## src/rtl/mdio_pkg.sv

```systemverilog
package mdio_pkg;
  localparam int FRAME_LEN  = 64;
  localparam int PRE_LEN    = 32;
  localparam int TA_HI_IDX  = 46;  // first turnaround bit
  localparam int TA_LO_IDX  = 47;  // second turnaround bit, 0 when a PHY answers
  localparam int DATA_IDX   = 48;
  localparam int IDX_W      = $clog2(FRAME_LEN);
  localparam int GO_BIT     = 31;
  localparam int WR_BIT     = 26;
  localparam int FAIL_BIT   = 31;
  localparam logic [1:0] START_CODE = 2'b01;
  localparam logic [1:0] OP_READ    = 2'b10;
  localparam logic [1:0] OP_WRITE   = 2'b01;
  localparam logic [1:0] TA_DRIVE   = 2'b10;
endpackage

```

## src/rtl/mdio_clk_div.sv

```systemverilog
module mdio_clk_div #(
  parameter int HALF = 10
) (
  input  logic clk,
  input  logic rst_n,
  input  logic run,
  output logic mdc,
  output logic rise_tick,
  output logic fall_tick
);
  localparam int CW = (HALF > 1) ? $clog2(HALF) : 1;

  logic [CW-1:0] cnt_q;
  logic          wrap;

  assign wrap      = run && (cnt_q == CW'(HALF - 1));
  assign rise_tick = wrap && !mdc;
  assign fall_tick = wrap && mdc;

  always_ff @(posedge clk) begin
    if (!rst_n || !run) begin
      cnt_q <= '0;
      mdc   <= 1'b0;
    end else if (wrap) begin
      cnt_q <= '0;
      mdc   <= ~mdc;
    end else begin
      cnt_q <= cnt_q + 1'b1;
    end
  end
endmodule

```

## src/rtl/mdio_frame_seq.sv

```systemverilog
module mdio_frame_seq
  import mdio_pkg::*;
(
  input  logic        clk,
  input  logic        rst_n,
  input  logic        start,
  input  logic        ld_write,
  input  logic [4:0]  ld_phy,
  input  logic [4:0]  ld_reg,
  input  logic [15:0] ld_data,
  input  logic        rise_tick,
  input  logic        fall_tick,
  input  logic        mdio_i,
  output logic        active,
  output logic        done,
  output logic        op_write,
  output logic        mdio_o,
  output logic        mdio_oe,
  output logic [15:0] rd_data,
  output logic        rd_fail
);
  logic [FRAME_LEN-1:0] tx_q;
  logic [IDX_W-1:0]     idx_q;
  logic                 wr_q;
  logic [15:0]          rx_q;
  logic                 ta_bad_q;
  logic                 last_bit;

  assign last_bit = (idx_q == IDX_W'(FRAME_LEN - 1));
  assign done     = active && fall_tick && last_bit;
  assign op_write = wr_q;
  assign mdio_o   = active ? tx_q[FRAME_LEN-1] : 1'b1;
  assign mdio_oe  = active && (wr_q || (idx_q < IDX_W'(TA_HI_IDX)));
  assign rd_data  = rx_q;
  assign rd_fail  = ta_bad_q;

  always_ff @(posedge clk) begin
    if (!rst_n) begin
      active   <= 1'b0;
      tx_q     <= '1;
      idx_q    <= '0;
      wr_q     <= 1'b0;
      rx_q     <= '0;
      ta_bad_q <= 1'b0;
    end else if (start) begin
      active <= 1'b1;
      idx_q  <= '0;
      wr_q   <= ld_write;
      tx_q   <= {{PRE_LEN{1'b1}}, START_CODE, (ld_write ? OP_WRITE : OP_READ),
                 ld_phy, ld_reg, (ld_write ? TA_DRIVE : 2'b11),
                 (ld_write ? ld_data : 16'hFFFF)};
    end else if (active) begin
      if (rise_tick) begin
        if (idx_q == IDX_W'(TA_LO_IDX)) ta_bad_q <= mdio_i;
        if (idx_q >= IDX_W'(DATA_IDX))  rx_q <= {rx_q[14:0], mdio_i};
      end
      if (fall_tick) begin
        tx_q <= {tx_q[FRAME_LEN-2:0], 1'b1};
        if (last_bit) active <= 1'b0;
        else          idx_q  <= idx_q + 1'b1;
      end
    end
  end
endmodule

```

## src/rtl/mdio_regfile.sv

```systemverilog
module mdio_regfile
  import mdio_pkg::*;
(
  input  logic        clk,
  input  logic        rst_n,
  input  logic [2:0]  addr,
  input  logic        wr,
  input  logic [7:0]  wdata,
  output logic [7:0]  rdata,
  input  logic        done,
  input  logic        done_write,
  input  logic [15:0] rd_data,
  input  logic        rd_fail,
  output logic        start,
  output logic        ld_write,
  output logic [4:0]  ld_phy,
  output logic [4:0]  ld_reg,
  output logic [15:0] ld_data
);
  logic [31:0] cmd_q;
  logic [31:0] sts_q;
  logic        busy;

  assign busy     = cmd_q[GO_BIT];
  assign start    = wr && !busy && (addr == 3'd3) && wdata[7];
  // fields of the launching command: top byte comes from the bus this cycle
  assign ld_write = wdata[WR_BIT-24];
  assign ld_phy   = {wdata[1:0], cmd_q[23:21]};
  assign ld_reg   = cmd_q[20:16];
  assign ld_data  = cmd_q[15:0];

  assign rdata = addr[2] ? sts_q[8*addr[1:0] +: 8] : cmd_q[8*addr[1:0] +: 8];

  always_ff @(posedge clk) begin
    if (!rst_n) begin
      cmd_q <= '0;
      sts_q <= '0;
    end else begin
      for (int b = 0; b < 4; b++) begin
        if (wr && !busy && !addr[2] && (addr[1:0] == 2'(b)))
          cmd_q[8*b +: 8] <= wdata;
      end
      if (done) begin
        cmd_q[GO_BIT] <= 1'b0;
        if (!done_write)
          sts_q <= rd_fail ? {1'b1, 15'b0, 16'hFFFF} : {16'b0, rd_data};
      end
    end
  end
endmodule

```

## src/rtl/mdio_mgmt_master.sv

```systemverilog
module mdio_mgmt_master #(
  parameter int SYS_CLK_HZ = 50_000_000,
  parameter int MDC_MAX_HZ = 2_500_000
) (
  input  logic       clk,
  input  logic       rst_n,
  input  logic [2:0] reg_addr,
  input  logic       reg_wr,
  input  logic [7:0] reg_wdata,
  output logic [7:0] reg_rdata,
  output logic       mdc,
  output logic       mdio_o,
  output logic       mdio_oe,
  input  logic       mdio_i
);
  localparam int HALF = (SYS_CLK_HZ + 2 * MDC_MAX_HZ - 1) / (2 * MDC_MAX_HZ);

  logic        start, ld_write, active, done, op_write, rd_fail;
  logic        rise_tick, fall_tick;
  logic [4:0]  ld_phy, ld_reg;
  logic [15:0] ld_data, rd_data;

  mdio_regfile u_regs (
    .clk(clk), .rst_n(rst_n), .addr(reg_addr), .wr(reg_wr), .wdata(reg_wdata),
    .rdata(reg_rdata), .done(done), .done_write(op_write), .rd_data(rd_data),
    .rd_fail(rd_fail), .start(start), .ld_write(ld_write), .ld_phy(ld_phy),
    .ld_reg(ld_reg), .ld_data(ld_data)
  );

  mdio_clk_div #(.HALF(HALF)) u_div (
    .clk(clk), .rst_n(rst_n), .run(active), .mdc(mdc),
    .rise_tick(rise_tick), .fall_tick(fall_tick)
  );

  mdio_frame_seq u_seq (
    .clk(clk), .rst_n(rst_n), .start(start), .ld_write(ld_write),
    .ld_phy(ld_phy), .ld_reg(ld_reg), .ld_data(ld_data),
    .rise_tick(rise_tick), .fall_tick(fall_tick), .mdio_i(mdio_i),
    .active(active), .done(done), .op_write(op_write), .mdio_o(mdio_o),
    .mdio_oe(mdio_oe), .rd_data(rd_data), .rd_fail(rd_fail)
  );
endmodule

```

## config.mk

```make
export PLATFORM = sky130hd
export DESIGN_NAME = mdio_mgmt_master
export DESIGN_NICKNAME = d
export VERILOG_FILES = /design/src/rtl/mdio_pkg.sv /design/src/rtl/mdio_clk_div.sv /design/src/rtl/mdio_frame_seq.sv /design/src/rtl/mdio_regfile.sv /design/src/rtl/mdio_mgmt_master.sv
export SDC_FILE = /design/constraint.sdc
export NUM_CORES = 1
export LEC_CHECK = 0
export ABC_AREA = 1
export BUFFER_PORTS_ARGS = -buffer_cell sky130_fd_sc_hd__buf_2
export CAP_MARGIN = 30
export CORE_MARGIN = 8
export CORE_UTILIZATION = 50
export DETAILED_ROUTE_END_ITERATION = 16
export PLACE_DENSITY = 0.67
export SETUP_SLACK_MARGIN = 0.3
export SYNTH_ARGS = -nofsm -noshare
export SYNTH_HDL_FRONTEND = slang
export SYNTH_HIERARCHICAL = 1
export SYNTH_SLANG_ARGS = --single-unit
export TNS_END_PERCENT = 5
```

## constraint.sdc

```tcl
create_clock -name clk -period 2.7 [get_ports clk]
set_input_delay 0.27 -clock clk [delete_from_list [all_inputs] [get_ports clk]]
set_output_delay 0.27 -clock clk [all_outputs]
set_load 0.005 [all_outputs]
```

# Word level (Yosys, flattened, before mapping)
# Index checks and enable logic that the tools add are counted.
[op_classes] add_sub_neg=2 multipliers=0 n_div=0 magnitude_cmp=2 n_eq_ne=7 shift=2 muxes=13 bitwise_logic=5 reduce_logical=33
[op_table] operator="32-bit two-way mux" count=4
[op_table] operator="32-bit by 6-bit indexed part select with 8-bit output" count=2
[op_table] operator="16-bit two-way mux" count=1
[op_table] operator="1-bit logical AND" count=14
[op_table] operator="6-bit == test (second input constant)" count=2
[op_table] operator="8-bit two-way mux" count=1
[op_table] operator="4-bit AND reduction" count=2
[op_table] operator="6-bit by 1-bit adder with 6-bit output (second input constant)" count=1
[op_table] operator="6-bit greater-or-equal comparator (second input constant)" count=1
[op_table] operator="6-bit less-than comparator (second input constant)" count=1
[op_table] operator="1-bit two-way mux" count=6
[op_table] operator="2-bit AND reduction" count=3
[op_table] operator="2-bit OR reduction" count=3
[op_table] operator="1-bit logical NOT" count=5
[op_table] operator="1-bit inverter" count=5
[op_table] operator="4-bit by 1-bit adder with 4-bit output (second input constant)" count=1
[op_table] operator="2-bit == test (second input constant)" count=2
[op_table] operator="4-bit == test (second input constant)" count=1
[op_table] operator="2-bit nonzero test" count=2
[op_table] operator="3-bit by 2-bit == test with 1-bit output (second input constant)" count=1
[op_table] operator="3-bit AND reduction" count=1
[op_table] operator="2-bit by 1-bit == test with 1-bit output (second input constant)" count=1
[op_table] operator="2-bit logical NOT" count=1
[op_table] operator="1-bit logical OR" count=2
[op_table] operator="2-bit two-way mux" count=1
[word_totals] reg_bits=158 latch_bits=0 ram_bits=0 rom_bits=0 in_bits=15 output_inout_bits=11 memories=0

# Depth between registers and ports, before layout
[logic_depth] depth_word=6 mapped_depth=15 depth_no_buf=13

# Modules after synthesis
# The synthesis kept the hierarchy.
[modules_own_cells] module="mdio_frame_seq" n_inst=1 cells_per_inst=445 area_each_um2=3388.2 seq_area_each_um2=1781.7
[modules_own_cells] module="mdio_regfile" n_inst=1 cells_per_inst=435 area_each_um2=2755.1 seq_area_each_um2=980.9
[modules_own_cells] module="mdio_clk_div" n_inst=1 cells_per_inst=31 area_each_um2=236.5 seq_area_each_um2=100.1

# Worst setup path after synthesis
# Ideal clock, no wire load.
[synth_timing] path_type="flip-flop to flip-flop" start="register u_div.cnt_q[0]" end="register u_regs.sts_q[10]" arrival_ps=1992 required_time_ps=2584 setup_slack_ps=593 stages_incl_launch_ff=15 n_path_buf=2 synth_period_minus_slack_ps=2107 path_cell_list="dfxtp_1 ha_1 nand2_1 inv_1 nand3_1 inv_1 nand2_4 clkbuf_1 nor2_1 inv_1 nor2_2 nand2_1 buf_2 nor2_1 nor2_1"
[synth_via] elab_chain_len=6
[synth_lines] item="start: declaration" line="mdio_clk_div.sv:13" text="logic [CW-1:0] cnt_q;"
[synth_lines] item="start signal: assignment" line="mdio_clk_div.sv:28" text="cnt_q <= cnt_q + 1'b1;"
[synth_lines] item="4-bit == test" line="mdio_clk_div.sv:16" text="assign wrap = run && (cnt_q == CW'(HALF - 1));"
[synth_lines] item="1-bit logical AND" line="mdio_clk_div.sv:16"
[synth_lines] item="1-bit logical AND" line="mdio_clk_div.sv:18" text="assign fall_tick = wrap && mdc;"
[synth_lines] item="via fall_tick" line="mdio_mgmt_master.sv:19" text="logic rise_tick, fall_tick;"
[synth_lines] item="1-bit logical AND (2 in a row)" line="mdio_frame_seq.sv:30" text="assign done = active && fall_tick && last_bit;"
[synth_lines] item="via done" line="mdio_mgmt_master.sv:18" text="logic start, ld_write, active, done, op_write, rd_fail;"
[synth_lines] item="2-bit AND reduction (no source line)"
[synth_lines] item="end signal: assignment" line="mdio_regfile.sv:46" text="sts_q <= rd_fail ? {1'b1, 15'b0, 16'hFFFF} : {16'b0, rd_data};"
[synth_lines] item="end: declaration" line="mdio_regfile.sv:21" text="logic [31:0] sts_q;"
# The timed path passes the listed nets, and every way through them passes these cells.
# A chain may end at the register's enable or synchronous reset.

# Worst setup path after layout
[layout_timing] start="register u_div.cnt_q[0]" end="register u_seq.tx_q[1]"
[layout_via] elab_chain_len=5
[layout_lines] item="4-bit == test" line="mdio_clk_div.sv:16"
[layout_lines] item="1-bit logical AND" line="mdio_clk_div.sv:16"
[layout_lines] item="1-bit logical AND" line="mdio_clk_div.sv:18"
[layout_lines] item="via fall_tick" line="mdio_mgmt_master.sv:19"
[layout_lines] item="2-bit nonzero test (no source line)"
[layout_lines] item="2-bit AND reduction (no source line)"
[layout_lines] item="end signal: assignment" line="mdio_frame_seq.sv:49" text="tx_q <= {{PRE_LEN{1'b1}}, START_CODE, (ld_write ? OP_WRITE : OP_READ),"
[layout_lines] item="end signal: assignment" line="mdio_frame_seq.sv:58" text="tx_q <= {tx_q[FRAME_LEN-2:0], 1'b1};"
[layout_lines] item="end: declaration" line="mdio_frame_seq.sv:22" text="logic [FRAME_LEN-1:0] tx_q;"
# The timed path passes the listed nets, and every way through them passes these cells.

==> metrics <==
status=completed; Layout fillers=1239; Max FO, Critical Path=16; CTS tree=built; Startpoint Class=flop; clock latency on the worst-skew pair=0.42 ns; CTS root buf=clkbuf_16; Synth area leader=dfxtp_1; Mapped Cells=911; period utilization=79.1%; vias per cell=5.06; Worst Hold Depth=3; Post-Syn Area per Cell=7.00 µm²; Placed Area=6340 µm²; post-synth top area share=44.9%; max-slew violations=0; WS Path Type=reg -> reg; critical path's slowest cell=nor2_2; port bufs=25; Mapped Area=6380 µm²; number of warning messages in the yosys log=6; Synth Register Bits=143; clk sinks=143; max_slew headroom=51.8%; Die X=129 µm; Layout Utilization=55.6%; hold crit path type=in -> reg; Clock Skews=0.00567 ns; peak supply drop=0.474 mV; global-route wire length before repair=24400 µm; vias in the first global route=4950; post-CTS sizing=0; min-delay src=reg_wdata[3]; area grow syn2layout=9.02%; cells on worst reg2reg path=10; drt wl/cell=13.3 µm; Die Y=129 µm; WP buf/inv=3; Core Rows=41; max cap viols=0; crit end category=flop; Die ar.=16600 µm²; grt ovf=0; Max stage delay on crit path=0.52 ns; RSZ-0062 raised after global routing=false; # setup viols final=0; Cell Pwr Density=688 nW/µm²; Initial Utilization=51.0%; Worst-path clk slew=0.06 ns; H-tree depth=4; syn_nets=929; CP Cell Sequence=ha_1 -> nand2_1 -> inv_1 -> nand3_1 -> inv_1 -> nand2_4 -> nor2_2 -> buf_4 -> nand2_1 -> nand3_1; minimum clock period=2.14 ns; Num CTS Buffers=17; share of layout cells above drive strength 1=10.1%; Core ar.=12500 µm²; count of different cell masters after synthesis=32; Reg area=2860 µm²; WL final=14400 µm; CP top delay family=simple AND/OR/NAND/NOR gates; Synth area leaders=dfxtp_1 (45%), nand2_1 (17%), nor2_1 (8.4%); Final #Nets=912; antenna violations before repair=0; GRT Util Overall=18.4%; Slew @ Worst Pin=0.723 ns; total power=0.00479 W; DR pass1 iterations=6; CTS max path bufs=2; initial DRC count=611; final hold violations=0; r2r setup slk=0.56 ns; P_leak=3.41 nW; CP required=3.06 ns; critical path arrival=2.49 ns; hold-critical path endpoint=u_regs/cmd_q[3]; worst r2r src=u_div/cnt_q[0]; Post-DRT Antenna Nets=0; Final Instance Area=6960 µm²; highest clock rate=0.468 GHz; Vias=5456; antenna fix cells=0; largest net degree at the start of global routing=79; multi-input combinational cell area=2870 µm²; post-CTS repair timing setup buffer count=0; gpl congestion=0.841; Post-CTS Hold Buffers=0; DRC viols=0; Setup TNS=0 ns; end of the worst register-to-register path=u_seq/tx_q[1]; Top Ports=26; sequential fraction of the synthesis area=44.9%; hpwl dp=9710 µm
how the worst max path moves through the flow:
stage,startpoint,endpoint,depth (start not counted)
finish,u_div/cnt_q[0],u_seq/tx_q[1],10
global route,u_div/cnt_q[0],u_regs/sts_q[4],12
CTS,u_div/cnt_q[0],u_regs/sts_q[4],12
detailed placement,u_div/cnt_q[0],u_regs/sts_q[13],12
global placement,reg_addr[0],u_seq/idx_q[1],10
floorplan,u_div/cnt_q[0],u_regs/sts_q[10],14
per-stage QoR:
| step | setup slack [ns] | hold slack [ns] | cells |
|---|---|---|---|
| after floorplan | 0.593 | 0.405 | 911 |
| after global placement | 0.610 | 0.439 | 1047 |
| after detailed placement | 0.576 | 0.443 | 1047 |
| after CTS | 0.554 | 0.0753 | 1079 |
| after global routing | 0.300 | 0.0955 | 1079 |
| final | 0.564 | 0.0899 | 1079 |
cell families (layout without fill, tap and decap cells):
logic type	Yosys count	in the layout	synth area share, %
buffers and inverters	122	118	10.2
AOI/OAI and AO/OA	73	73	6.26
and+or+nand+nor	568	568	37.9
xor gates and xnor gates	2	2	0.275
adders and majority gates	3	3	0.588
DFF	143	143	44.9
cell usage after synthesis:
| library cell | number |
|---|---|
| nand3_1 | 92 |
| clkinv_1 | 1 |
| nand4_1 | 20 |
| or2_2 | 1 |
| o211a_1 | 1 |
| a22oi_1 | 10 |
| nand2_2 | 4 |
| buf_6 | 4 |
| nor2_8 | 1 |
| xnor2_1 | 1 |
| nor3_1 | 1 |
| inv_1 | 43 |
| xor2_1 | 1 |
| o21ai_1 | 4 |
| nand3_4 | 1 |
| ha_1 | 3 |
| inv_2 | 6 |
| nor2_4 | 5 |
| nor2_1 | 143 |
| nand2_4 | 1 |
| buf_8 | 1 |
| nand3_2 | 1 |
| a21oi_1 | 8 |
| o22ai_1 | 3 |
| clkbuf_1 | 12 |
| buf_2 | 17 |
| nand2_1 | 289 |
| buf_1 | 4 |
| o21ai_0 | 47 |
| buf_4 | 34 |
| nor2_2 | 9 |
| dfxtp_1 | 143 |
routing by layer:
metal / vias up / wire length, µm / share of wire, % / track usage [%]
li1: 2841 / - / - / -
met1: 2477 / 6790 / 47 / 24.1
met2: 122 / 6730 / 47 / 29.1
met3: 16 / 709 / 4.9 / 5.05
met4: 0 / 177 / 1.2 / 5.60
met5: - / 0 / 0 / 0
sequential cells by signal, summed over array words and instances, names as in the netlist:
name            cells
u_seq/tx_q         64
u_regs/cmd_q       32
u_regs/sts_q       17
u_seq/rd_data      16
u_seq/idx_q         6
u_div/cnt_q         4
u_div/mdc           1
u_seq/active        1
u_seq/op_write      1
u_seq/rd_fail       1
power by group:
group | internal (W) | total, W | switching, W | leakage (nW)
Clock | 0.00157 | 0.00241 | 0.000834 | 0.302
Combinational | 0.0000598 | 0.000210 | 0.000151 | 1.95
Sequential | 0.00214 | 0.00217 | 0.0000269 | 1.16
Total | 0.00378 | 0.00479 | 0.00101 | 3.41
cells in the final DEF, fill, tap and decap left out:
cell,synthesis,layout
clkbuf_16,0,17
o211a_1,1,1
clkinv_1,1,1
buf_2,17,25
o22ai_1,3,3
nand4_1,20,20
a22oi_1,10,10
buf_4,34,11
ha_1,3,3
nor2_8,1,1
nor2_4,5,5
bufinv_16,0,3
clkbuf_8,0,5
nand2_4,1,1
inv_1,43,43
nor3_1,1,1
nor2_1,143,143
nand3_2,1,1
clkbuf_1,12,5
xor2_1,1,1
o21ai_0,47,47
nand2_1,289,289
xnor2_1,1,1
nor2_2,9,9
inv_2,6,6
nand3_4,1,1
o21ai_1,4,4
or2_2,1,1
nand2_2,4,4
nand3_1,92,92
dfxtp_1,143,143
clkinv_2,0,2
a21oi_1,8,8
worst register-to-register path: stages (launching register included):
cell,delay (ns)
dfxtp_1,0.40
ha_1,0.17
nand2_1,0.04
inv_1,0.10
nand3_1,0.11
inv_1,0.12
nand2_4,0.12
nor2_2,0.52
buf_4,0.32
nand2_1,0.08
nand3_1,0.09
area by class of cell:
| cell class | instances | area share [%] |
|---|---|---|
| Clock buffer | 27 | 7.38 |
| Clock inverter | 5 | 1.44 |
| Inverter | 50 | 2.70 |
| Timing Repair Buffer | 36 | 2.99 |
| Multi-Input combinational cell | 646 | 41.2 |
| Sequential cell | 143 | 41.2 |
| Tap cell | 172 | 3.09 |
Power figures use the tool's default switching activity.
